File: config.mk
export PLATFORM = sky130hd
export DESIGN_NAME = csync_regen
export DESIGN_NICKNAME = d
export VERILOG_FILES = /design/src/rtl/csr_pkg.sv /design/src/rtl/csr_edge_sync.sv /design/src/rtl/csr_raster_counter.sv /design/src/rtl/csr_sync_shaper.sv /design/src/rtl/csync_regen.sv
export SDC_FILE = /design/constraint.sdc
export NUM_CORES = 1
export LEC_CHECK = 0
export BUFFER_PORTS_ARGS = -buffer_cell sky130_fd_sc_hd__buf_2
export CELL_PAD_IN_SITES_DETAIL_PLACEMENT = 0
export CELL_PAD_IN_SITES_GLOBAL_PLACEMENT = 1
export CORE_MARGIN = 1.5
export CORE_UTILIZATION = 50
export CTS_CLUSTER_DIAMETER = 100
export CTS_CLUSTER_SIZE = 30
export DETAILED_ROUTE_END_ITERATION = 10
export PLACE_DENSITY_LB_ADDON = 0.1
export SLEW_MARGIN = 10
export SYNTH_ARGS = -nofsm -noshare
export SYNTH_HDL_FRONTEND = slang
export SYNTH_SLANG_ARGS = --single-unit
File: constraint.sdc
create_clock -name clk -period 3.63 [get_ports clk]
set_input_delay 0.1815 -clock clk [delete_from_list [all_inputs] [get_ports clk]]
set_output_delay 0.1815 -clock clk [all_outputs]
set_load 0.005 [all_outputs]
File: src/rtl/csr_pkg.sv
package csr_pkg;

    localparam int unsigned POS_W = 16;

    typedef struct packed {
        logic [POS_W-1:0] dot;
        logic [POS_W-1:0] line;
    } raster_pos_t;

    typedef enum logic {
        LINE_NORMAL = 1'b0,
        LINE_VBLANK = 1'b1
    } line_kind_t;

    function automatic line_kind_t classify_line(
        input logic [POS_W-1:0] line,
        input int unsigned      frame_lines,
        input int unsigned      vsync_lines
    );
        return (line >= POS_W'(frame_lines - vsync_lines)) ? LINE_VBLANK : LINE_NORMAL;
    endfunction

    function automatic logic sync_level(
        input line_kind_t       kind,
        input logic [POS_W-1:0] dot,
        input int unsigned      line_ticks,
        input int unsigned      hsync_ticks,
        input int unsigned      serr_ticks
    );
        if (kind == LINE_VBLANK)
            return (dot >= POS_W'(line_ticks - serr_ticks));
        return (dot >= POS_W'(hsync_ticks));
    endfunction

endpackage

File: src/rtl/csr_edge_sync.sv
module csr_edge_sync #(
    parameter int unsigned STAGES = 2
) (
    input  logic clk,
    input  logic rst,
    input  logic async_n,
    output logic fall_pulse
);
    logic [STAGES-1:0] chain_q;
    logic              hist_q;

    always_ff @(posedge clk) begin
        if (rst) chain_q[0] <= 1'b1;
        else     chain_q[0] <= async_n;
    end

    for (genvar s = 1; s < STAGES; s++) begin : g_stage
        always_ff @(posedge clk) begin
            if (rst) chain_q[s] <= 1'b1;
            else     chain_q[s] <= chain_q[s-1];
        end
    end

    always_ff @(posedge clk) begin
        if (rst) hist_q <= 1'b1;
        else     hist_q <= chain_q[STAGES-1];
    end

    assign fall_pulse = hist_q & ~chain_q[STAGES-1];

    // a detected edge lasts exactly one clock
    p_one_shot_r5: assert property (@(posedge clk) disable iff (rst)
        fall_pulse |=> !fall_pulse);

endmodule

File: src/rtl/csr_raster_counter.sv
module csr_raster_counter
    import csr_pkg::*;
#(
    parameter int unsigned LINE_TICKS  = 766,
    parameter int unsigned FRAME_LINES = 313,
    parameter int unsigned RESYNC_DOT  = 65
) (
    input  logic        clk,
    input  logic        rst,
    input  logic        h_edge,
    input  logic        v_edge,
    output raster_pos_t pos
);
    localparam logic [POS_W-1:0] DOT_LAST  = POS_W'(LINE_TICKS - 1);
    localparam logic [POS_W-1:0] LINE_LAST = POS_W'(FRAME_LINES - 1);
    localparam logic [POS_W-1:0] DOT_LOAD  = POS_W'(RESYNC_DOT);

    logic end_line, end_frame;
    assign end_line  = (pos.dot == DOT_LAST);
    assign end_frame = (pos.line == LINE_LAST);

    always_ff @(posedge clk) begin
        if (rst) begin
            pos <= '0;
        end else begin
            if (h_edge)        pos.dot <= DOT_LOAD;
            else if (end_line) pos.dot <= '0;
            else               pos.dot <= pos.dot + 1'b1;

            if (v_edge)         pos.line <= '0;
            else if (end_line)  pos.line <= end_frame ? '0 : pos.line + 1'b1;
        end
    end

    initial begin
        assert (LINE_TICKS < (1 << POS_W) && FRAME_LINES < (1 << POS_W));
        assert (RESYNC_DOT < LINE_TICKS);
    end

    p_dot_range_r4: assert property (@(posedge clk) disable iff (rst)
        pos.dot <= DOT_LAST);
    p_line_range_r4: assert property (@(posedge clk) disable iff (rst)
        pos.line <= LINE_LAST);
    p_hreload_r6: assert property (@(posedge clk) disable iff (rst)
        h_edge |=> pos.dot == DOT_LOAD);
    p_vclear_r7: assert property (@(posedge clk) disable iff (rst)
        v_edge |=> pos.line == '0);
    p_vkeeps_dot_r7: assert property (@(posedge clk) disable iff (rst)
        (v_edge && !h_edge && !end_line) |=> pos.dot == $past(pos.dot) + 1'b1);

endmodule

File: src/rtl/csr_sync_shaper.sv
module csr_sync_shaper
    import csr_pkg::*;
#(
    parameter int unsigned LINE_TICKS  = 766,
    parameter int unsigned FRAME_LINES = 313,
    parameter int unsigned VSYNC_LINES = 3,
    parameter int unsigned HSYNC_TICKS = 60,
    parameter int unsigned SERR_TICKS  = 56
) (
    input  logic        clk,
    input  logic        rst,
    input  raster_pos_t pos,
    output logic        csync_n
);
    line_kind_t kind;
    logic       level_d;

    always_comb begin
        kind    = classify_line(pos.line, FRAME_LINES, VSYNC_LINES);
        level_d = sync_level(kind, pos.dot, LINE_TICKS, HSYNC_TICKS, SERR_TICKS);
    end

    always_ff @(posedge clk) begin
        if (rst) csync_n <= 1'b1;
        else     csync_n <= level_d;
    end

    // every line start produces a low output one clock later
    p_line_start_low_r2: assert property (@(posedge clk) disable iff (rst)
        (pos.dot == '0) |=> !csync_n);
    // inside a vertical line, outside the high window, output is low
    p_vblank_low_r3: assert property (@(posedge clk) disable iff (rst)
        (kind == LINE_VBLANK && pos.dot < POS_W'(LINE_TICKS - SERR_TICKS)) |=> !csync_n);

endmodule

File: src/rtl/csync_regen.sv
module csync_regen
    import csr_pkg::*;
#(
    parameter int unsigned LINE_TICKS  = 766,
    parameter int unsigned FRAME_LINES = 313,
    parameter int unsigned VSYNC_LINES = 3,
    parameter int unsigned HSYNC_TICKS = 60,
    parameter int unsigned SERR_TICKS  = 56,
    parameter int unsigned SYNC_STAGES = 2,
    parameter int unsigned RESYNC_DOT  = 3
) (
    input  logic clk,
    input  logic rst,
    input  logic hsync_in_n,
    input  logic vsync_in_n,
    output logic csync_n
);
    localparam int unsigned N_IN = 2;

    logic [N_IN-1:0] raw_n;
    logic [N_IN-1:0] edge_p;
    raster_pos_t     pos;

    assign raw_n = {vsync_in_n, hsync_in_n};

    for (genvar i = 0; i < N_IN; i++) begin : g_in
        csr_edge_sync #(.STAGES(SYNC_STAGES)) sync_i (
            .clk        (clk),
            .rst        (rst),
            .async_n    (raw_n[i]),
            .fall_pulse (edge_p[i])
        );
    end

    csr_raster_counter #(
        .LINE_TICKS  (LINE_TICKS),
        .FRAME_LINES (FRAME_LINES),
        .RESYNC_DOT  (RESYNC_DOT)
    ) cnt_i (
        .clk    (clk),
        .rst    (rst),
        .h_edge (edge_p[0]),
        .v_edge (edge_p[1]),
        .pos    (pos)
    );

    csr_sync_shaper #(
        .LINE_TICKS  (LINE_TICKS),
        .FRAME_LINES (FRAME_LINES),
        .VSYNC_LINES (VSYNC_LINES),
        .HSYNC_TICKS (HSYNC_TICKS),
        .SERR_TICKS  (SERR_TICKS)
    ) shp_i (
        .clk     (clk),
        .rst     (rst),
        .pos     (pos),
        .csync_n (csync_n)
    );

    // simultaneous edges both land
    p_both_edges_r8: assert property (@(posedge clk) disable iff (rst)
        (edge_p[0] && edge_p[1]) |=> (pos.dot == POS_W'(RESYNC_DOT) && pos.line == '0));

endmodule

==> results.md <==
* Status: finished, final reports clean
* R2R Path End: cnt_i.pos[14]$_SDFFE_PP0N_
* Setup Fix Bufs, Post-CTS at 0
* Chip height at 66.5 um
* Largest net degree at the start of global routing at 26
* Final Wtd Congestion at 0.813
* Resized Gates After CTS at 0
* Post-synth EDFFs at 0
* Netlist cell types at 41
* CTS Sinks at 39
* Share of the synthesized area in the top cell type at 38.8%
* Reg clk slew, reported paths at 0.08 ns
* Drt total wl at 4430 um
* RR Startpoint: cnt_i.pos[26]$_SDFF_PP0_
* R2R Setup Slk at 0.97 ns
* Fmax achieved at 375 MHz
* DRC at 0
* CTS tree: built
* Post-Syn Nets at 255
* Clock root buffer master: clkbuf_8
* Die X at 66.5 um
* Initial antenna violation count at 0
* RSZ-0062 raised after global routing: false
* Tmin final at 2.66 ns
* CP startpoint kind: flip-flop
* Required @ worst endpoint at 3.85 ns
* Clk_lat worst skew at 0.29 ns
* Total grt overflow at 0
* Fin worst setup slack at 0.965 ns
* Ys async rst share at 0%
* Hold Crit Class: in -> reg
* Site Rows at 22
* Worst setup EP type: flip-flop
* Max-slew violation count at 0
* ANT nets after route at 0
* Critical Path AT at 2.88 ns
* Ports at 5
* Post-route cell area at 2130 um2
* Power per Cell Area at 370 nW/um2
* DRT iter0 DRCs at 105
* Actual slew at the worst max-slew pin at 0.913 ns
* Max transition margin at 39.0%
* Multi-input gate area at 1140 um2
* Setup-failing EPs final at 0
* CTS Buf Count at 5
* Hold Startpoint: vsync_in_n
* Synth top area cells: dfxtp_1, a21oi_1, nand3_1
* Post-DP HPWL at 3040 um
* Top_reg_cell synth: dfxtp_1
* Crit path from: cnt_i.pos[26]$_SDFF_PP0_
* H-tree levels at 2
* Post-synthesis sequential area ratio at 38.8%
* Vias per cell at 6.06
* Diodes inserted at 0
* Initial Util at 53.4%
* Hold path endpoint: g_in[1].sync_i.chain_q[0]$_SDFF_PP1_
* Yosys warns at 0
* Synthesized instance count at 245
* Total negative slack at 0 ns
* Post-Route Skew at 0.00710 ns
* Hold Path Stages at 2
* Worst reg2reg path depth at 4
* Finished Layout Cells at 289
* Filler cells at 343
* Max Cap Viol at 0
* Post-Syn Area at 2010 um2
* VDD IR max at 0.314 mV
* Critical path class: reg -> reg
* Dominant cell type by area after synthesis: dfxtp_1
* Synth-to-layout area growth at 5.65%
* Synthesized flop and latch total at 39
* Fin nets at 250
* Instance area at placement at 2030 um2
* Routed via count at 1,750
* Die footprint at 4420 um2
* Final count of hold timing violations at 0
* Mean post-synth cell area at 8.22 um2
* # port buffers at 4
* Final core utilization at 56.4%
* Hold buffer count at cts at 0
* Global-route usage over all layers at 22.7%
* Critical Path Fanout Max at 25
* Dpl ws at 1.02 ns
* Vias in the first global route at 1,732
* Layout cells sized above 1 at 8.71%
* Routed wire per std cell at 15.3 um
* Register area at 781 um2
* Pre-Repair DR Iteration Count at 4
* Leak at 0.000682 uW
* Max Buffers Root-to-Sink at 2
* Top-count cell post-synth: dfxtp_1
* Final Cycle Share at 73.4%
* Placed insts at 281
* Core area at 3770 um2
* Synth cell count leaders: dfxtp_1, nand2_1, a21oi_1, nand3_1, nor2_1
* First-pass GRT wire length at 7680 um
power breakdown:
part | switching, uW | leakage (uW) | total, uW | internal [uW]
combinational | 18.4 | 0.000314 | 29.4 | 11.0
clock | 145 | 0.0000515 | 318 | 173
sequential | 5.11 | 0.000316 | 439 | 434
kinds of logic after synthesis:
| kind of cell | after synthesis | synth area share, % |
|---|---|---|
| adders and majority gates | 6 | 3.73 |
| and+or+nand+nor | 123 | 35.4 |
| AOI/OAI and AO/OA | 43 | 12.5 |
| xor gates and xnor gates | 11 | 4.78 |
| DFF | 39 | 38.8 |
| buffers and inverters | 23 | 4.78 |
per-layer routing:
layer | routed length (um) | GRT usage, % | part of all wire, % | up-vias
li1 | - | - | - | 882
met1 | 2140 | 29.4 | 48 | 824
met2 | 2050 | 36.8 | 46 | 38
met3 | 182 | 4.90 | 4.1 | 6
met4 | 55 | 8.67 | 1.2 | 0
met5 | 0 | 0 | 0 | -
registers in the layout (all words and copies together), names as in the netlist:
register             cells
g_in.sync_i.chain_q      4
shp_i.csync_n            1
cnt_i.pos               32
g_in.sync_i.hist_q       2
how the worst max path moves through the flow:
stage	to	slack, ns	cells after the start
after CTS	cnt_i.pos[15]$_SDFFE_PP0N_	0.99	4
after floorplan	cnt_i.pos[8]$_SDFFE_PP0N_	1.34	6
after detailed placement	cnt_i.pos[15]$_SDFFE_PP0N_	1.02	4
after global placement	cnt_i.pos[15]$_SDFFE_PP0N_	1.05	4
final	cnt_i.pos[14]$_SDFFE_PP0N_	0.97	4
after global routing	cnt_i.pos[14]$_SDFFE_PP0N_	0.86	4
critical path: stages (launching register included):
cell	delay (ns)
dfxtp_1	0.35
or4_4	0.56
or4_1	0.90
or4_1	0.63
a21oi_1	0.15
final cells by class:
cell class              instances  share of cell area, %
well taps                      48                   2.82
clock buffers                   8                   4.70
multi-input cells             183                   53.4
inverters                       6                   1.06
flip-flops and latches         39                   36.7
repair buffers                  5                   1.29
through the flow:
stage | power, uW | hold slack [ns]
2_1_floorplan | 470 | 0.285
3_3_place_gp | 476 | 0.366
3_5_place_dp | 478 | 0.368
4_1_cts | 797 | 0.0663
5_1_grt | 818 | 0.0659
6_report | 787 | 0.0741
cell usage in the layout, fill, tap and decap left out, types with 4 or more instances in the layout:
| master | count |
|---|---|
| or3_1 | 9 |
| clkbuf_8 | 7 |
| a21oi_1 | 18 |
| nand3_1 | 18 |
| or4b_1 | 5 |
| nand2_1 | 21 |
| xnor2_1 | 5 |
| o21ai_0 | 11 |
| buf_2 | 4 |
| and4_1 | 4 |
| or4_1 | 4 |
| xor2_1 | 6 |
| nor4_1 | 5 |
| nor2_1 | 17 |
| or2_2 | 7 |
| nor3_1 | 5 |
| ha_1 | 6 |
| nand4_1 | 10 |
| dfxtp_1 | 39 |
| inv_1 | 6 |
Note: power is estimated with default switching activity, not from simulation.
